**config.mk**
```make
export PLATFORM = sky130hd
export DESIGN_NAME = dbg_mem_cmd
export DESIGN_NICKNAME = d
export VERILOG_FILES = /design/src/rtl/dbg_mem_pkg.sv /design/src/rtl/dbg_mem_decode.sv /design/src/rtl/dbg_mem_seq.sv /design/src/rtl/dbg_mem_cmd.sv
export SDC_FILE = /design/constraint.sdc
export NUM_CORES = 1
export LEC_CHECK = 0
export BUFFER_PORTS_ARGS = -buffer_cell sky130_fd_sc_hd__buf_2
export CORE_ASPECT_RATIO = 1.5
export CORE_MARGIN = 2
export CORE_UTILIZATION = 41
export DETAILED_ROUTE_END_ITERATION = 10
export GPL_TIMING_DRIVEN = 0
export PLACE_DENSITY = 0.77
export REMOVE_ABC_BUFFERS = 1
export SYNTH_ARGS = -nofsm -noshare
export SYNTH_HDL_FRONTEND = slang
export SYNTH_SLANG_ARGS = --single-unit
```
**constraint.sdc**
```tcl
create_clock -name clk_i -period 3.1 [get_ports clk_i]
set_input_delay 0.465 -clock clk_i [delete_from_list [all_inputs] [get_ports clk_i]]
set_output_delay 0.465 -clock clk_i [all_outputs]
set_load 0.01 [all_outputs]
```
**src/rtl/dbg_mem_pkg.sv**
```systemverilog
package dbg_mem_pkg;
  localparam logic [7:0] CMDTYPE_MEM = 8'd2;

  typedef enum logic [2:0] {
    ERR_NONE  = 3'd0,
    ERR_NOSUP = 3'd2,
    ERR_ACC   = 3'd5
  } err_e;

  typedef struct packed {
    logic [7:0]  ctype;
    logic        virt;
    logic [2:0]  size;
    logic        postinc;
    logic [1:0]  rsvd;
    logic        write;
    logic [15:0] tgt;
  } cmd_t;

  typedef enum logic [1:0] {
    ST_IDLE,
    ST_BUS,
    ST_RESP
  } st_e;
endpackage

```
**src/rtl/dbg_mem_decode.sv**
```systemverilog
module dbg_mem_decode
  import dbg_mem_pkg::*;
#(
  parameter int unsigned AW       = 32,
  parameter int unsigned MAX_SIZE = 2
) (
  input  cmd_t           cmd_i,
  input  logic [AW-1:0]  addr_i,
  output err_e           err_o,
  output logic [4:0]     nbytes_o
);
  localparam logic [2:0] MAX_SZ = 3'(MAX_SIZE);

  logic [AW-1:0] lsb_mask;

  always_comb begin
    nbytes_o = 5'd1 << cmd_i.size;
    lsb_mask = AW'(nbytes_o) - AW'(1);
    if (cmd_i.ctype != CMDTYPE_MEM || cmd_i.virt || cmd_i.size > MAX_SZ)
      err_o = ERR_NOSUP;
    else if ((addr_i & lsb_mask) != '0)
      err_o = ERR_ACC;
    else
      err_o = ERR_NONE;
  end
endmodule

```
**src/rtl/dbg_mem_seq.sv**
```systemverilog
module dbg_mem_seq
  import dbg_mem_pkg::*;
#(
  parameter int unsigned AW       = 32,
  parameter int unsigned DW       = 32,
  parameter int unsigned MAX_SIZE = 2
) (
  input  logic           clk_i,
  input  logic           rst_ni,
  input  logic           start_i,
  input  cmd_t           cmd_i,
  input  logic [DW-1:0]  arg0_i,
  input  logic [AW-1:0]  arg1_i,
  input  err_e           chk_err_i,
  input  logic [4:0]     nbytes_i,
  output logic           done_o,
  output err_e           err_o,
  output logic           arg0_we_o,
  output logic [DW-1:0]  arg0_o,
  output logic           arg1_we_o,
  output logic [AW-1:0]  arg1_o,
  output logic           mem_req_o,
  output logic           mem_we_o,
  output logic [2:0]     mem_size_o,
  output logic [AW-1:0]  mem_addr_o,
  output logic [DW-1:0]  mem_wdata_o,
  input  logic           mem_ready_i,
  input  logic [DW-1:0]  mem_rdata_i,
  input  logic           mem_err_i
);
  localparam int unsigned NLANE  = DW / 8;
  localparam logic [2:0]  MAX_SZ = 3'(MAX_SIZE);

  st_e           st_q;
  logic          write_q, postinc_q;
  logic [2:0]    size_q;
  logic [4:0]    nbytes_q;
  logic [AW-1:0] addr_q;
  logic [DW-1:0] wdata_q, rdata_q;
  err_e          err_q;
  logic [DW-1:0] lane_mask;
  logic          ok;

  // byte lanes enabled below the access size
  for (genvar b = 0; b < NLANE; b++) begin : g_lane
    assign lane_mask[b*8 +: 8] = {8{5'(b) < nbytes_q}};
  end

  always_ff @(posedge clk_i or negedge rst_ni) begin
    if (!rst_ni) begin
      st_q      <= ST_IDLE;
      write_q   <= 1'b0;
      postinc_q <= 1'b0;
      size_q    <= '0;
      nbytes_q  <= 5'd1;
      addr_q    <= '0;
      wdata_q   <= '0;
      rdata_q   <= '0;
      err_q     <= ERR_NONE;
    end else begin
      unique case (st_q)
        ST_IDLE: if (start_i) begin
          write_q   <= cmd_i.write;
          postinc_q <= cmd_i.postinc;
          size_q    <= cmd_i.size;
          nbytes_q  <= nbytes_i;
          addr_q    <= arg1_i;
          wdata_q   <= arg0_i;
          err_q     <= chk_err_i;
          st_q      <= (chk_err_i == ERR_NONE) ? ST_BUS : ST_RESP;
        end
        ST_BUS: if (mem_ready_i) begin
          rdata_q <= mem_rdata_i;
          err_q   <= mem_err_i ? ERR_ACC : ERR_NONE;
          st_q    <= ST_RESP;
        end
        default: st_q <= ST_IDLE;
      endcase
    end
  end

  assign mem_req_o   = (st_q == ST_BUS);
  assign mem_we_o    = mem_req_o & write_q;
  assign mem_size_o  = size_q;
  assign mem_addr_o  = addr_q;
  assign mem_wdata_o = wdata_q & lane_mask;

  assign done_o    = (st_q == ST_RESP);
  assign err_o     = done_o ? err_q : ERR_NONE;
  assign ok        = done_o & (err_q == ERR_NONE);
  assign arg0_we_o = ok & ~write_q;
  assign arg0_o    = rdata_q & lane_mask;
  assign arg1_we_o = ok & postinc_q;
  assign arg1_o    = addr_q + AW'(nbytes_q);


  req_hold_chk: assert property (@(posedge clk_i) disable iff (!rst_ni)
    mem_req_o && !mem_ready_i |=> mem_req_o && $stable(mem_addr_o) &&
      $stable(mem_we_o) && $stable(mem_wdata_o) && $stable(mem_size_o));

  done_pulse_chk: assert property (@(posedge clk_i) disable iff (!rst_ni)
    done_o |=> !done_o);

  size_lim_chk: assert property (@(posedge clk_i) disable iff (!rst_ni)
    mem_req_o |-> mem_size_o <= MAX_SZ);

  req_align_chk: assert property (@(posedge clk_i) disable iff (!rst_ni)
    mem_req_o |-> (mem_addr_o & (AW'(nbytes_q) - AW'(1))) == '0);

  bus_err_chk: assert property (@(posedge clk_i) disable iff (!rst_ni)
    mem_req_o && mem_ready_i && mem_err_i |=>
      done_o && err_o == ERR_ACC && !arg0_we_o && !arg1_we_o);

  arg1_upd_chk: assert property (@(posedge clk_i) disable iff (!rst_ni)
    arg1_we_o |-> done_o && err_o == ERR_NONE);
endmodule

```
**src/rtl/dbg_mem_cmd.sv**
```systemverilog
module dbg_mem_cmd
  import dbg_mem_pkg::*;
#(
  parameter int unsigned AW       = 32,
  parameter int unsigned DW       = 32,
  parameter int unsigned MAX_SIZE = 2
) (
  input  logic           clk_i,
  input  logic           rst_ni,
  input  logic           cmd_valid_i,
  input  logic [31:0]    cmd_i,
  input  logic [DW-1:0]  arg0_i,
  input  logic [AW-1:0]  arg1_i,
  output logic           done_o,
  output logic [2:0]     err_o,
  output logic           arg0_we_o,
  output logic [DW-1:0]  arg0_o,
  output logic           arg1_we_o,
  output logic [AW-1:0]  arg1_o,
  output logic           mem_req_o,
  output logic           mem_we_o,
  output logic [2:0]     mem_size_o,
  output logic [AW-1:0]  mem_addr_o,
  output logic [DW-1:0]  mem_wdata_o,
  input  logic           mem_ready_i,
  input  logic [DW-1:0]  mem_rdata_i,
  input  logic           mem_err_i
);
  cmd_t       cmd;
  err_e       chk_err, seq_err;
  logic [4:0] nbytes;

  assign cmd   = cmd_t'(cmd_i);
  assign err_o = seq_err;

  dbg_mem_decode #(.AW(AW), .MAX_SIZE(MAX_SIZE)) i_decode (
    .cmd_i    (cmd),
    .addr_i   (arg1_i),
    .err_o    (chk_err),
    .nbytes_o (nbytes)
  );

  dbg_mem_seq #(.AW(AW), .DW(DW), .MAX_SIZE(MAX_SIZE)) i_seq (
    .clk_i       (clk_i),
    .rst_ni      (rst_ni),
    .start_i     (cmd_valid_i),
    .cmd_i       (cmd),
    .arg0_i      (arg0_i),
    .arg1_i      (arg1_i),
    .chk_err_i   (chk_err),
    .nbytes_i    (nbytes),
    .done_o      (done_o),
    .err_o       (seq_err),
    .arg0_we_o   (arg0_we_o),
    .arg0_o      (arg0_o),
    .arg1_we_o   (arg1_we_o),
    .arg1_o      (arg1_o),
    .mem_req_o   (mem_req_o),
    .mem_we_o    (mem_we_o),
    .mem_size_o  (mem_size_o),
    .mem_addr_o  (mem_addr_o),
    .mem_wdata_o (mem_wdata_o),
    .mem_ready_i (mem_ready_i),
    .mem_rdata_i (mem_rdata_i),
    .mem_err_i   (mem_err_i)
  );
endmodule

```
==> impl_metrics.py, run 1 <==
metrics = {
    "sta": {
        "min_period_over_period_pct": 97.2,
        "slew_headroom_pct": 46.4,
        "fin_skew_ns": 0.00849,
        "max_freq_mhz": 332,
        "finalCriticalPeriod_ns": 3.01,
        "rsz0062_at_grt": "yes",
        "final-setup-viol-count": 0,
        "tns_ns": 0,
        "slew_viol_final": 0,
        "tightest_slew_ns": 0.801,
        "hold_violations": 0,
    },
    "floorplanning": {
        "io_pins": 272,
        "core_area_sq_mm": 0.0135,
        "die_area_sq_mm": 0.0148,
        "rows": 52,
        "die_y_um": 148,
        "start_util_pct": 42.0,
        "die_width_um": 99.9,
    },
    "detailed_routing": {
        "drt-wirelength-per-cell_um": 15.5,
        "drc_errors": 0,
        "via_per_inst": 5.04,
        "first_pass_iters": 4,
        "wl_mm": 15.9,
        "first_iter_violations": 186,
        "drt.antenna.violating_nets": 0,
        "vias": 5167,
    },
    "global_route": {
        "grt_pass1_vias": 5156,
        "grt_use_total_pct": 21.1,
        "grt_antenna_before_repair": 0,
        "grt_pass1_wl_mm": 25.1,
        "grt_max_degree": 66,
        "gr-total-overflow": 0,
    },
    "power": {
        "ir_drop_uv": 272,
        "leakagePower_nw": 4.05,
        "p_per_area_mw_per_mm2": 504,
    },
    "placement": {
        "gp_congestion": 0.937,
        "port-buffer-count": 253,
        "hpwl_mm": 11.8,
        "dp_cells": 1004,
    },
    "finish": {
        "finalNetCount": 998,
        "finalNonFillerCells": 1026,
        "synthToLayoutAreaGrowth_pct": 33.2,
        "n_antenna_cell": 0,
        "final_layout_size_suffix_gt1_share_pct": 38.8,
    },
    "logic_synthesis": {
        "synth_area_per_cell_sq_um": 9.23,
        "syn_inst": 613,
        "yosysWarningCount": 0,
        "async_reset_ff_share_pct": 100,
        "synth-seq-cells": 110,
        "seq_area_frac_synth_pct": 48.7,
        "synth-edff-count": 0,
        "yosysUniqueCellTypes": 46,
        "synth_area_sq_mm": 0.00566,
        "ys.flop_type": "dfrtp_1",
    },
    "critical_path": {
        "cp_max_fo": 7,
        "path_cells": "ha_1 -> inv_1 -> fa_1 -> nor2b_4 -> o31a_4 -> o21ai_0 -> xnor2_1 -> buf_2",
        "cp-end-kind": "output port",
        "cpPeakStageDelay_ns": 0.57,
        "startpoint_type": "flop",
        "rr_worst_depth": 4,
        "cp.arrival_ns": 2.55,
        "cp_data_required_time_ns": 2.63,
        "path_class": "reg -> out",
        "cp_slowest_cell": "dfstp_2",
    },
    "cts": {
        "cts.reportedPaths.clkPinSlew_ns": 0.08,
        "htree_levels": 3,
        "cts_hold_buf": 0,
        "cts_buffers": 9,
        "clk_latency_ns": 0.35,
        "cts_tree": "built",
        "cts.path.max_buffers": 2,
        "root_buffer": "clkbuf_16",
        "clock-sinks": 110,
    },
    "run": {
        "cap_violations": 0,
    },
    "hold_path": {
        "min_path_type": "in -> async",
    },
    "run_status": {
        "status": "completed",
    },
}
[power breakdown]
group / internal [mW] / total (mW) / switching (mW) / leakage [nW]
clock network: 0.566 / 1.14 / 0.571 / 0.138
logic: 0.404 / 0.933 / 0.529 / 2.51
registers: 1.59 / 1.73 / 0.140 / 1.40
[what timing repair did]
| item | 4_1_cts | 5_1_grt |
|---|---|---|
| gates cloned | 0 | 1 |
| buffers inserted | 2 | 3 |
| endpoints found under the setup margin | 27 | 32 |
| resized for setup | 3 | 7 |
| pin swaps | 0 | 3 |
[through the flow]
stage | setup slack [ns] | utilization, % | hold slack (ns) | power (mW) | instance area (sq um)
finish | 0.0874 | 56.0 | 0.133 | 3.80 | 7540
global route | -0.0254 | 56.0 | 0.174 | 4.01 | 7540
floorplan | -0.157 | - | 0.169 | 2.20 | 5530
global placement | -2.04 | 52.0 | 0.450 | 2.63 | 7000
CTS | 0.00394 | 55.4 | 0.144 | 3.83 | 7460
detailed placement | -0.149 | 53.0 | 0.454 | 2.68 | 7140
[synthesized netlist by cell type, drive strengths merged (8+ instances only)]
master  count  area [sq um]
buf         9          46.3
nand3       8          40.0
inv        13          48.8
mux2       32           360
clkbuf     22          82.6
nor2       10          37.5
nand2     210           788
o21ai      15          75.1
xnor2      16           140
nor4       11          75.1
a21oi       9          45.0
nor2b      68           425
xor2       13           114
dfrtp     109          2730
[routing by layer]
metal | GRT usage (%) | vias to the layer above | part of all wire [%]
met4 | 7.19 | 0 | 2.8
met3 | 4.59 | 33 | 6.3
li1 | - | 2521 | -
met1 | 24.4 | 2415 | 39
met2 | 38.1 | 198 | 52
met5 | 0 | - | 0
[final cells by class]
cell class	count	area [sq um]
Fill cell	1238	5930
Sequential cell	110	2750
Multi-Input combinational cell	460	2810
Inverter	13	48.8
Tap cell	162	203
Clock buffer	9	225
Clock inverter	7	66.3
Timing Repair Buffer	265	1440
[logic make-up (layout without fill, tap and decap cells)]
kind of cell / Yosys count / in the layout / synth area share (%)
and+or+nand+nor: 335 / 335 / 27.6
DFF: 110 / 110 / 48.7
AOI/OAI and AO/OA: 57 / 58 / 8.31
buffers and inverters: 44 / 294 / 3.14
muxes: 32 / 32 / 6.37
xor gates and xnor gates: 29 / 29 / 4.49
adders and majority gates: 6 / 6 / 1.46
[critical path: cells and delay by family, from the launching register on]
family,cells,cell delay [ns]
adders and majority gates,2,0.64
DFF,1,0.57
AOI/OAI and AO/OA,2,0.34
buffers and inverters,2,0.24
xor gates and xnor gates,1,0.21
and+or+nand+nor,1,0.20
[cell usage in the layout, fill, tap and decap left out, drive strengths merged, types with 5 or more instances in the layout]
cell type / Yosys / final
a2111oi: 5 / 5
ha: 5 / 5
nand3: 8 / 8
xnor2: 16 / 16
buf: 9 / 265
o2111ai: 6 / 6
xor2: 13 / 13
nand4: 6 / 6
nor4: 11 / 11
clkbuf: 22 / 9
nor2: 10 / 10
nand2: 210 / 210
o21ai: 15 / 15
mux2: 32 / 32
a211oi: 6 / 6
inv: 13 / 16
nor2b: 68 / 68
dfrtp: 109 / 109
a21oi: 9 / 9
[flip-flops by register name, indices dropped and copies added (netlist names)]
register	count
i_seq.st_q	2
i_seq.postinc_q	1
i_seq.write_q	1
i_seq.mem_addr_o	32
i_seq.err_q	2
i_seq.nbytes_q	5
i_seq.rdata_q	32
i_seq.mem_size_o	3
i_seq.wdata_q	32
[final timing paths]
kind / start / end / slack [ns]
hold reg to reg: i_seq.wdata_q[29] / i_seq.wdata_q[29] / 0.47
hold / removal: rst_ni / i_seq.rdata_q[4] / 0.13
setup reg to reg: i_seq.st_q[0] / i_seq.nbytes_q[0] / 1.18
min in group clk_i: arg0_i[24] / i_seq.wdata_q[24] / 0.30
setup / recovery: i_seq.nbytes_q[0] / arg1_o[6] / 0.09
max in group asynchronous: rst_ni / i_seq.mem_addr_o[22] / 2.21
Power figures use the tool's default switching activity.
==> run 2: changes to the inputs <==
REMOVE_ABC_BUFFERS = unset   (was 1)
SLEW_MARGIN = 20   (was unset)
==> run 2 against run 1 <==
Against the previous run:
- die area unchanged
- power increased by 2.0%
- combinational power increased by 0.8%
- worst hold slack got worse by 0.027 ns
- final cell count increased by 2.3%
- sequential share of layout area decreased by 0.37 points
- sequential power about the same
- clock power increased by 5%
- via count increased by 3.9%
- global-route usage increased by 2.8 points
- non-clock buffer count increased by 25
- critical endpoint is now arg1_o[20]
- largest power group unchanged
- highest routed layer is now met5
==> impl_metrics.py, run 2 (synthesis gave the netlist of run 1 again) <==
metrics = {
    "global_route": {
        "grt_antenna_before_repair": 1,
        "use_met2_pct": 44.8,
        "grt_pass1_wl_mm": 27.7,
        "grt_use_met3_pct": 4.73,
        "grt_pass1_vias": 5533,
        "grt-busiest-layer": "met2",
        "grt_use_total_pct": 23.9,
        "met1_usage_pct": 25.4,
        "gr-total-overflow": 0,
        "grt_max_degree": 65,
    },
    "critical_path": {
        "timing.rr.start": "i_seq.st_q[0]",
        "cp_max_fo": 7,
        "crit_family": "flip-flops",
        "cp-end-kind": "output port",
        "startpoint_type": "flop",
        "cp_data_required_time_ns": 2.63,
        "ff2ff_setup_slack_ns": 0.98,
        "path_class": "reg -> out",
        "cp.arrival_ns": 2.58,
        "cp_slowest_cell": "dfstp_2",
        "cpPeakStageDelay_ns": 0.61,
        "reg2reg_to": "i_seq.wdata_q[2]",
        "rr_worst_depth": 6,
        "path_cells": "ha_4 -> inv_2 -> fa_2 -> nor2b_2 -> o31a_1 -> clkbuf_8 -> buf_12 -> o211ai_1 -> xnor2_1 -> buf_2",
        "crit_buf_inv": 4,
    },
    "sta": {
        "rsz0062_at_grt": "yes",
        "fin_ws_ns": 0.0532,
        "fin_skew_ns": 0.00460,
        "slew_headroom_pct": 44.1,
        "finalCriticalPeriod_ns": 3.05,
        "hold_violations": 0,
        "min_period_over_period_pct": 98.3,
        "slew_viol_final": 0,
        "final-setup-viol-count": 0,
        "max_freq_mhz": 328,
        "tightest_slew_ns": 0.831,
    },
    "hold_path": {
        "min_path_type": "in -> async",
    },
    "placement": {
        "gp_congestion": 0.913,
        "port-buffer-count": 251,
        "place_area_sq_mm": 0.00716,
        "hpwl_mm": 13.5,
        "pre_cts_slack_ns": -0.118,
    },
    "cts": {
        "cts_buffers": 9,
        "clk_latency_ns": 0.34,
        "clock-sinks": 110,
        "cts.path.max_buffers": 2,
        "cts.reportedPaths.clkPinSlew_ns": 0.07,
        "cts_tree": "built",
        "root_buffer": "clkbuf_16",
        "cts_hold_buf": 0,
        "htree_levels": 3,
    },
    "detailed_routing": {
        "via_per_inst": 5.11,
        "wl_mm": 17.8,
        "first_pass_iters": 5,
        "first_iter_violations": 185,
        "drt-wirelength-per-cell_um": 17.0,
        "drc_errors": 0,
        "vias": 5366,
        "drt.antenna.violating_nets": 0,
    },
    "run_status": {
        "status": "completed",
    },
    "floorplanning": {
        "die_y_um": 148,
        "die_width_um": 99.9,
        "io_pins": 272,
        "start_util_pct": 42.0,
        "rows": 52,
        "die_area_sq_mm": 0.0148,
        "core_area_sq_mm": 0.0135,
    },
    "finish": {
        "final_layout_size_suffix_gt1_share_pct": 37.5,
        "fin_util_pct": 56.6,
        "synthToLayoutAreaGrowth_pct": 34.7,
        "regArea_sq_mm": 0.00276,
        "mostFrequentLayoutCells": "252 x buf_2, 210 x nand2_1, 107 x dfrtp_1",
        "finalNetCount": 1022,
        "n_antenna_cell": 0,
        "fillCellCount": 1271,
        "design_area_sq_mm": 0.00762,
        "multi_input_area_sq_mm": 0.00279,
        "mostFrequentLayoutCell": "buf_2",
    },
    "power": {
        "internal-power_mw": 2.64,
        "pwr-share-clk_pct": 30.9,
        "ir_drop_uv": 247,
        "power_frac_seq_pct": 44.9,
        "leakagePower_nw": 4.06,
        "switching_share_pct": 32.0,
        "p_switching_mw": 1.24,
        "pwr-share-comb_pct": 24.2,
        "p_per_area_mw_per_mm2": 509,
    },
    "logic_synthesis": {
        "syn_nets": 752,
    },
    "run": {
        "cap_violations": 0,
    },
}
[run 2: timing repair]
action                                  in CTS  in global routing
endpoints found under the hold margin        0                  0
pin swaps                                    2                  7
resized for setup                           11                 13
endpoints found under the setup margin      46                 36
buffers inserted                             4                  3
[run 2: worst max-delay path by stage]
stage,startpoint,endpoint,slack [ns],cells past startpoint
floorplan,i_seq.mem_addr_o[3],arg1_o[9],0.41,6
global placement,i_seq.nbytes_q[1],mem_wdata_o[5],-0.11,5
detailed placement,i_seq.nbytes_q[0],arg1_o[30],-0.12,9
CTS,i_seq.nbytes_q[1],mem_wdata_o[5],-0.08,5
global route,i_seq.mem_addr_o[11],arg1_o[28],-0.07,5
finish,i_seq.nbytes_q[0],arg1_o[20],0.05,10
[run 2: metal layers]
layer / up-vias / share of wire [%]
li1: 2567 / -
met1: 2529 / 36
met2: 225 / 54
met3: 43 / 6.3
met4: 2 / 3.5
met5: - / 0.062
[run 2: cell type report]
class	count	share of cell area (%)
Timing Repair Buffer	259	18.0
Clock buffer	10	3.13
Sequential cell	110	36.2
Tap cell	162	2.66
Buffer	31	1.85
Inverter	13	0.640
Clock inverter	6	0.919
Multi-Input combinational cell	459	36.6
[run 2: stage by stage]
| stage | power, mW | hold WS [ns] | setup TNS [ns] | instances |
|---|---|---|---|---|
| 5_1_grt | 4.08 | 0.154 | -0.281 | 1050 |
| 3_5_place_dp | 2.69 | 0.454 | -0.403 | 1027 |
| 6_report | 3.88 | 0.106 | 0 | 1050 |
| 4_1_cts | 3.91 | 0.137 | -1.13 | 1047 |
| 3_3_place_gp | 2.66 | 0.450 | -1.02 | 1026 |
| 2_1_floorplan | 2.22 | 0.169 | 0 | 613 |
[run 2: power groups by stage]
stage	registers [mW]	clock network, mW	logic [mW]
detailed placement	1.76	0	0.927
CTS	1.73	1.23	0.943
finish	1.74	1.20	0.940
floorplan	1.75	0	0.464
global route	1.76	1.27	1.04
global placement	1.75	0	0.906
